==> src/rtl/port_io_pkg.sv <==
package port_io_pkg;

    localparam int CTRL_W = 8;
    localparam int ADDR_W = 2;

    // Bits of the routing control that hold state; bits 5..3 are absent.
    localparam logic [CTRL_W-1:0] CTRL_KEEP = 8'hC7;

    typedef enum logic [ADDR_W-1:0] {
        SEL_PORT = 2'd0,
        SEL_CTRL = 2'd1,
        SEL_MODE = 2'd2,
        SEL_NONE = 2'd3
    } reg_sel_e;

    // Field order is fixed: software decodes these bit positions.
    typedef struct packed {
        logic       pu_off;   // 7: global weak pull-up disable
        logic       xb_on;    // 6: crossbar enable
        logic [2:0] rsvd;     // 5..3: always zero
        logic       t1_in;    // 2
        logic       t0_in;    // 1
        logic       ctr_in;   // 0
    } ctrl_t;

    typedef struct packed {
        logic out;
        logic oe;
        logic pu;
    } pad_t;

    function automatic ctrl_t ctrl_clean(input logic [CTRL_W-1:0] raw);
        return ctrl_t'(raw & CTRL_KEEP);
    endfunction

    // Open-drain: drive low for latch 0, release for latch 1.
    // Push-pull: always driven with the latch value, no pull-up.
    function automatic pad_t pad_drive(input logic lat, input logic pp,
                                       input logic pu_off);
        pad_t p;
        p.out = pp & lat;
        p.oe  = pp | ~lat;
        p.pu  = ~pp & ~pu_off;
        return p;
    endfunction

endpackage

==> src/rtl/port_in_sync.sv <==
module port_in_sync #(
    parameter int WIDTH  = 8,
    parameter int STAGES = 2
) (
    input  logic             clk,
    input  logic             rst,
    input  logic [WIDTH-1:0] d,
    output logic [WIDTH-1:0] q
);

    logic [WIDTH-1:0] stg [STAGES];

    always_ff @(posedge clk) begin
        if (rst) stg[0] <= '0;
        else     stg[0] <= d;
    end

    for (genvar s = 1; s < STAGES; s++) begin : g_stage
        always_ff @(posedge clk) begin
            if (rst) stg[s] <= '0;
            else     stg[s] <= stg[s-1];
        end
    end

    assign q = stg[STAGES-1];

endmodule

==> src/rtl/port_reg_file.sv <==
module port_reg_file
    import port_io_pkg::*;
#(
    parameter int WIDTH = 8
) (
    input  logic                     clk,
    input  logic                     rst,
    input  reg_sel_e                 sel,
    input  logic                     wr_en,
    input  logic                     bit_op,
    input  logic [$clog2(WIDTH)-1:0] bit_sel,
    input  logic                     bit_val,
    input  logic [WIDTH-1:0]         wdata,
    output logic [WIDTH-1:0]         latch_q,
    output logic [WIDTH-1:0]         mode_q,
    output ctrl_t                    ctrl_q
);

    // Bit writes merge into the stored register value, never the pads.
    function automatic logic [WIDTH-1:0] merge_wr(
        input logic [WIDTH-1:0]         cur,
        input logic                     is_bit,
        input logic [$clog2(WIDTH)-1:0] idx,
        input logic                     val,
        input logic [WIDTH-1:0]         byte_val
    );
        logic [WIDTH-1:0] v;
        if (is_bit) begin
            v      = cur;
            v[idx] = val;
        end else begin
            v = byte_val;
        end
        return v;
    endfunction

    logic [WIDTH-1:0] latch_nx, mode_nx, ctrl_wide, ctrl_mrg;
    ctrl_t            ctrl_nx;

    always_comb begin
        ctrl_wide = WIDTH'(ctrl_q);
        latch_nx  = merge_wr(latch_q,   bit_op, bit_sel, bit_val, wdata);
        mode_nx   = merge_wr(mode_q,    bit_op, bit_sel, bit_val, wdata);
        ctrl_mrg  = merge_wr(ctrl_wide, bit_op, bit_sel, bit_val, wdata);
        ctrl_nx   = ctrl_clean(ctrl_mrg[CTRL_W-1:0]);
    end

    always_ff @(posedge clk) begin
        if (rst) begin
            latch_q <= '1;
            mode_q  <= '0;
            ctrl_q  <= '0;
        end else if (wr_en) begin
            unique case (sel)
                SEL_PORT: latch_q <= latch_nx;
                SEL_MODE: mode_q  <= mode_nx;
                SEL_CTRL: ctrl_q  <= ctrl_nx;
                default:  ;
            endcase
        end
    end

endmodule

==> src/rtl/port_pad_ctrl.sv <==
module port_pad_ctrl
    import port_io_pkg::*;
#(
    parameter int WIDTH = 8
) (
    input  logic [WIDTH-1:0] latch_q,
    input  logic [WIDTH-1:0] mode_q,
    input  logic             pu_off,
    output logic [WIDTH-1:0] pin_out,
    output logic [WIDTH-1:0] pin_oe,
    output logic [WIDTH-1:0] pin_pu
);

    for (genvar i = 0; i < WIDTH; i++) begin : g_pad
        pad_t pd;
        assign pd         = pad_drive(latch_q[i], mode_q[i], pu_off);
        assign pin_out[i] = pd.out;
        assign pin_oe[i]  = pd.oe;
        assign pin_pu[i]  = pd.pu;
    end

endmodule

==> src/rtl/port_read_mux.sv <==
module port_read_mux
    import port_io_pkg::*;
#(
    parameter int WIDTH = 8
) (
    input  reg_sel_e         sel,
    input  logic             rmw,
    input  logic [WIDTH-1:0] pins_sync,
    input  logic [WIDTH-1:0] latch_q,
    input  logic [WIDTH-1:0] mode_q,
    input  ctrl_t            ctrl_q,
    output logic [WIDTH-1:0] rdata
);

    always_comb begin
        unique case (sel)
            SEL_PORT: rdata = rmw ? latch_q : pins_sync;
            SEL_CTRL: rdata = WIDTH'(ctrl_q);
            SEL_MODE: rdata = mode_q;
            default:  rdata = '0;
        endcase
    end

endmodule

==> src/rtl/port_io_block.sv <==
module port_io_block
    import port_io_pkg::*;
#(
    parameter int WIDTH       = 8,
    parameter int SYNC_STAGES = 2
) (
    input  logic                     clk,
    input  logic                     rst,
    input  logic [ADDR_W-1:0]        addr,
    input  logic                     wr_en,
    input  logic                     bit_op,
    input  logic [$clog2(WIDTH)-1:0] bit_sel,
    input  logic                     bit_val,
    input  logic [WIDTH-1:0]         wdata,
    input  logic                     rmw,
    output logic [WIDTH-1:0]         rdata,
    input  logic [WIDTH-1:0]         pin_in,
    output logic [WIDTH-1:0]         pin_out,
    output logic [WIDTH-1:0]         pin_oe,
    output logic [WIDTH-1:0]         pin_pu,
    output logic                     xbar_on,
    output logic                     t1_route,
    output logic                     t0_route,
    output logic                     ctr_route
);

    reg_sel_e         sel;
    logic [WIDTH-1:0] pins_sync;
    logic [WIDTH-1:0] latch_q;
    logic [WIDTH-1:0] mode_q;
    ctrl_t            ctrl_q;

    assign sel = reg_sel_e'(addr);

    port_in_sync #(.WIDTH(WIDTH), .STAGES(SYNC_STAGES)) u_sync (
        .clk (clk),
        .rst (rst),
        .d   (pin_in),
        .q   (pins_sync)
    );

    port_reg_file #(.WIDTH(WIDTH)) u_regs (
        .clk     (clk),
        .rst     (rst),
        .sel     (sel),
        .wr_en   (wr_en),
        .bit_op  (bit_op),
        .bit_sel (bit_sel),
        .bit_val (bit_val),
        .wdata   (wdata),
        .latch_q (latch_q),
        .mode_q  (mode_q),
        .ctrl_q  (ctrl_q)
    );

    port_pad_ctrl #(.WIDTH(WIDTH)) u_pads (
        .latch_q (latch_q),
        .mode_q  (mode_q),
        .pu_off  (ctrl_q.pu_off),
        .pin_out (pin_out),
        .pin_oe  (pin_oe),
        .pin_pu  (pin_pu)
    );

    port_read_mux #(.WIDTH(WIDTH)) u_rd (
        .sel       (sel),
        .rmw       (rmw),
        .pins_sync (pins_sync),
        .latch_q   (latch_q),
        .mode_q    (mode_q),
        .ctrl_q    (ctrl_q),
        .rdata     (rdata)
    );

    assign xbar_on   = ctrl_q.xb_on;
    assign t1_route  = ctrl_q.t1_in;
    assign t0_route  = ctrl_q.t0_in;
    assign ctr_route = ctrl_q.ctr_in;

endmodule

==> config.mk <==
export PLATFORM = sky130hd
export DESIGN_NAME = port_io_block
export DESIGN_NICKNAME = d
export VERILOG_FILES = /design/src/rtl/port_io_pkg.sv /design/src/rtl/port_in_sync.sv /design/src/rtl/port_reg_file.sv /design/src/rtl/port_pad_ctrl.sv /design/src/rtl/port_read_mux.sv /design/src/rtl/port_io_block.sv
export SDC_FILE = /design/constraint.sdc
export NUM_CORES = 1
export LEC_CHECK = 0
export BUFFER_PORTS_ARGS = -buffer_cell sky130_fd_sc_hd__buf_2
export CORE_ASPECT_RATIO = 1.75
export CORE_MARGIN = 8
export CORE_UTILIZATION = 55
export DETAILED_ROUTE_END_ITERATION = 8
export PLACE_DENSITY = 0.84
export RECOVER_POWER = 100
export SYNTH_ARGS = -nofsm -noshare
export SYNTH_HDL_FRONTEND = slang
export SYNTH_HIERARCHICAL = 1
export SYNTH_SLANG_ARGS = --single-unit
==> constraint.sdc <==
create_clock -name clk -period 2 [get_ports clk]
set_input_delay 0.1 -clock clk [delete_from_list [all_inputs] [get_ports clk]]
set_output_delay 0.1 -clock clk [all_outputs]
set_load 0.05 [all_outputs]
==> impl_results.md <==
* Leading cell type in the layout, fill and taps excluded: clkbuf_1
* Residual DRC count at 0
* TritonCTS clock tree: built
* Reg2reg path depth at 2
* CP endpoint kind: output pin
* Die width at 63.1 µm
* Combined global-route utilization of all metal layers at 17.9%
* Buffers inserted by post-CTS timing repair at 0
* Worst hold path cell count at 2
* Reg-to-reg critical path startpoint: u_regs/latch_q[6]$_SDFFE_PP1P_
* Cell class contributing the biggest share of worst-path delay: buffers and inverters
* Final setup violation count at 0
* Initial antenna violation count at 0
* Cts-stage hold buffer count at 0
* Total negative setup slack at 0 ns
* TritonRoute pass-1 iters at 4
* Hold crit path type: input port to flip-flop
* Post-cts resize count at 0
* Synthesis-to-layout area growth at 17.4%
* Yosys warning total at 6
* Clk pin slew, worst setup/hold paths at 0.07 ns
* EDFF count, synth at 0
* Post-synthesis cell count at 217
* Vias/cell at 5.51
* Count of vias placed by the detailed router at 1801
* CP Capture Point: rdata[1]
* Area of the die at 6220 µm²
* Power density over the cells at 761 nW/µm²
* Routability Congestion at 0.871
* Worst slew slack as a fraction of its limit at 45.0%
* Total wirelength of the detailed-routed design at 5540 µm
* Most frequent cells in the layout: clkbuf_1 (38), dfxtp_1 (37), buf_2 (24), nand2b_1 (23), a21oi_1 (19)
* Count of nets left with antenna violations after detail routing at 0
* Startpoint type of the worst setup path: input port
* Final cycle utilization of the critical path at 82.8%
* Total Nets Final at 305
* Share of async-settable or async-resettable flops after synthesis at 0%
* Buffer and inverter count on the worst path at 3
* Via count of the first global-routing pass at 1886
* Result of the run: complete, no violations
* Wire length of the first global-routing pass at 8930 µm
* Post-Syn Area at 2140 µm²
* Reported max-cap violation count at 0
* Cell variety after synth at 36
* Y dimension of the die at 98.5 µm
* Max-slew violation count at 0
* Final Hold Fails at 0
* CTS root buf: clkbuf_8
* Worst EP arrival at 1.56 ns
* Most repeated library cell on the critical path: clkbuf_1
* Count of standard-cell rows at 30
* Required @ worst endpoint at 1.90 ns
* Endpoint of the most critical register-to-register path: u_regs/latch_q[6]$_SDFFE_PP1P_
* H-tree depth reported by CTS at 2
* Slew at the pin closest to its max-slew limit at 0.825 ns
* #FFs+latches synth at 37
* Violation count after the first detailed-routing iteration at 76
* Ordered list of cells on the worst path: clkbuf_1 -> nor2_1 -> buf_4 -> a221o_1 -> clkbuf_1
* Setup repair after global routing missed its margin: no
* Initial cell density of the core at 56.4%
* IR drop worst, VDD at 0.000655 V
* Total clock buffers created by CTS at 5
* Post-layout total power at 1.91 mW
* Final critical delay including setup and external delays at 1.66 ns
* Worst-case register-to-register setup slack at 0.99 ns
* Placeable core region at 3790 µm²
* Launch point of the worst path: addr[0]
* Top-level I/O count at 63
* Remaining Overflow, GRT at 0
* Antenna cell count at 0
* Syn avg cell area at 9.86 µm²
* Wire length per cell at 16.9 µm
* Slowest stage cell on the critical path: clkbuf_1
* Deepest clock path buffer count at 2
* Leakage Power at 1.06 nW
* Largest net degree at the start of global routing at 54
* Critical path peak fanout at 13
* Critical setup path kind: input port to output pin
* Total stage count of the critical path at 5
* Number of port buffers at 62
* Final worst clock skew at 0.00811 ns
* Share of post-route cells with drive strength above 1 at 26.5%
* Delay of the slowest cell on the worst path at 0.48 ns
* Top achievable clock speed at 0.604 GHz
* Estimated wirelength of the detail-placed design at 3950 µm
* Share of synthesized area occupied by flip-flops and latches at 34.6%
* # clock sinks at 37
* Main flop type after synthesis: dfxtp_1
* Clock latency reported for the late side of the worst-skew pair at 0.29 ns
## final cells by class
class,instances,area [µm²]
sequential,37,741
tap,48,60.1
timing repair buffer,67,300
fill,341,1280
clock inverter,3,65.1
multi-input combinational,167,1280
clock buffer,5,68.8
## kinds of logic after synthesis
logic type | share of synthesized area, %
flops | 34.6
other cells | 0.175
buf+inv | 4.79
compound gates | 11.7
mux | 17.8
simple gates | 30.9
## Yosys cell counts (4+ instances only)
| cell type | n | area share (%) |
|---|---|---|
| dfxtp_1 | 37 | 35 |
| buf_4 | 5 | 1.8 |
| nor2_1 | 6 | 1.1 |
| mux2_1 | 4 | 2.1 |
| nor2b_2 | 7 | 2.9 |
| and2b_2 | 6 | 2.5 |
| nand3b_1 | 5 | 1.8 |
| a21oi_2 | 7 | 2.9 |
| a221o_1 | 8 | 3.7 |
| and3b_1 | 8 | 3.3 |
| mux2i_1 | 16 | 7.5 |
| nand2b_1 | 23 | 6.7 |
| mux2_2 | 5 | 2.6 |
| nor2b_1 | 9 | 2.6 |
| and2_1 | 9 | 2.6 |
| nor2_2 | 8 | 2.3 |
| a21oi_1 | 12 | 2.8 |
| or2_0 | 5 | 1.5 |
| mux2_4 | 8 | 5.6 |
## routing by layer
metal  track usage [%]  wire, µm  vias up  share of wire [%]
met3              5.00       287       16                5.2
li1                  -         -      869                  -
met1              16.8      2090      861                 38
met2              32.7      2950       55                 53
met5                 0         0        -                  0
met4              11.7       209        0                3.8
## metrics by stage
step / instance area [µm²] / utilization, % / setup slack (ns) / hold slack [ns] / instances
after global routing: 2510 / 66.3 / 0.267 / 0.00213 / 327
final: 2510 / 66.3 / 0.344 / 0.0101 / 327
after floorplan: 2150 / - / 0.644 / 0.229 / 219
after detailed placement: 2450 / 64.7 / 0.492 / 0.313 / 319
after CTS: 2590 / 68.2 / 0.439 / 0.00210 / 327
after global placement: 2450 / 64.7 / 0.533 / 0.311 / 319
## report_power, final
group	switching [mW]	total (mW)	internal, mW
registers	0.0162	0.779	0.763
logic	0.242	0.366	0.124
clock network	0.271	0.766	0.495
## worst min path at each step
stage	slack, ns	start	to
3_3_place_gp	0.31	pin_in[6]	u_sync/stg[0][6]$_SDFF_PP0_
6_report	0.01	pin_in[6]	u_sync/stg[0][6]$_SDFF_PP0_
3_5_place_dp	0.31	pin_in[3]	u_sync/stg[0][3]$_SDFF_PP0_
5_1_grt	0.002	pin_in[6]	u_sync/stg[0][6]$_SDFF_PP0_
2_1_floorplan	0.23	pin_in[3]	u_sync/stg[0][3]$_SDFF_PP0_
4_1_cts	0.002	pin_in[6]	u_sync/stg[0][6]$_SDFF_PP0_
## sequential cells by signal (all words and copies together) (netlist names)
signal          flops
u_regs/mode_q       8
u_regs/latch_q      8
u_sync/stg         16
u_regs/ctrl_q       5
Note: power is estimated with default switching activity, not from simulation.
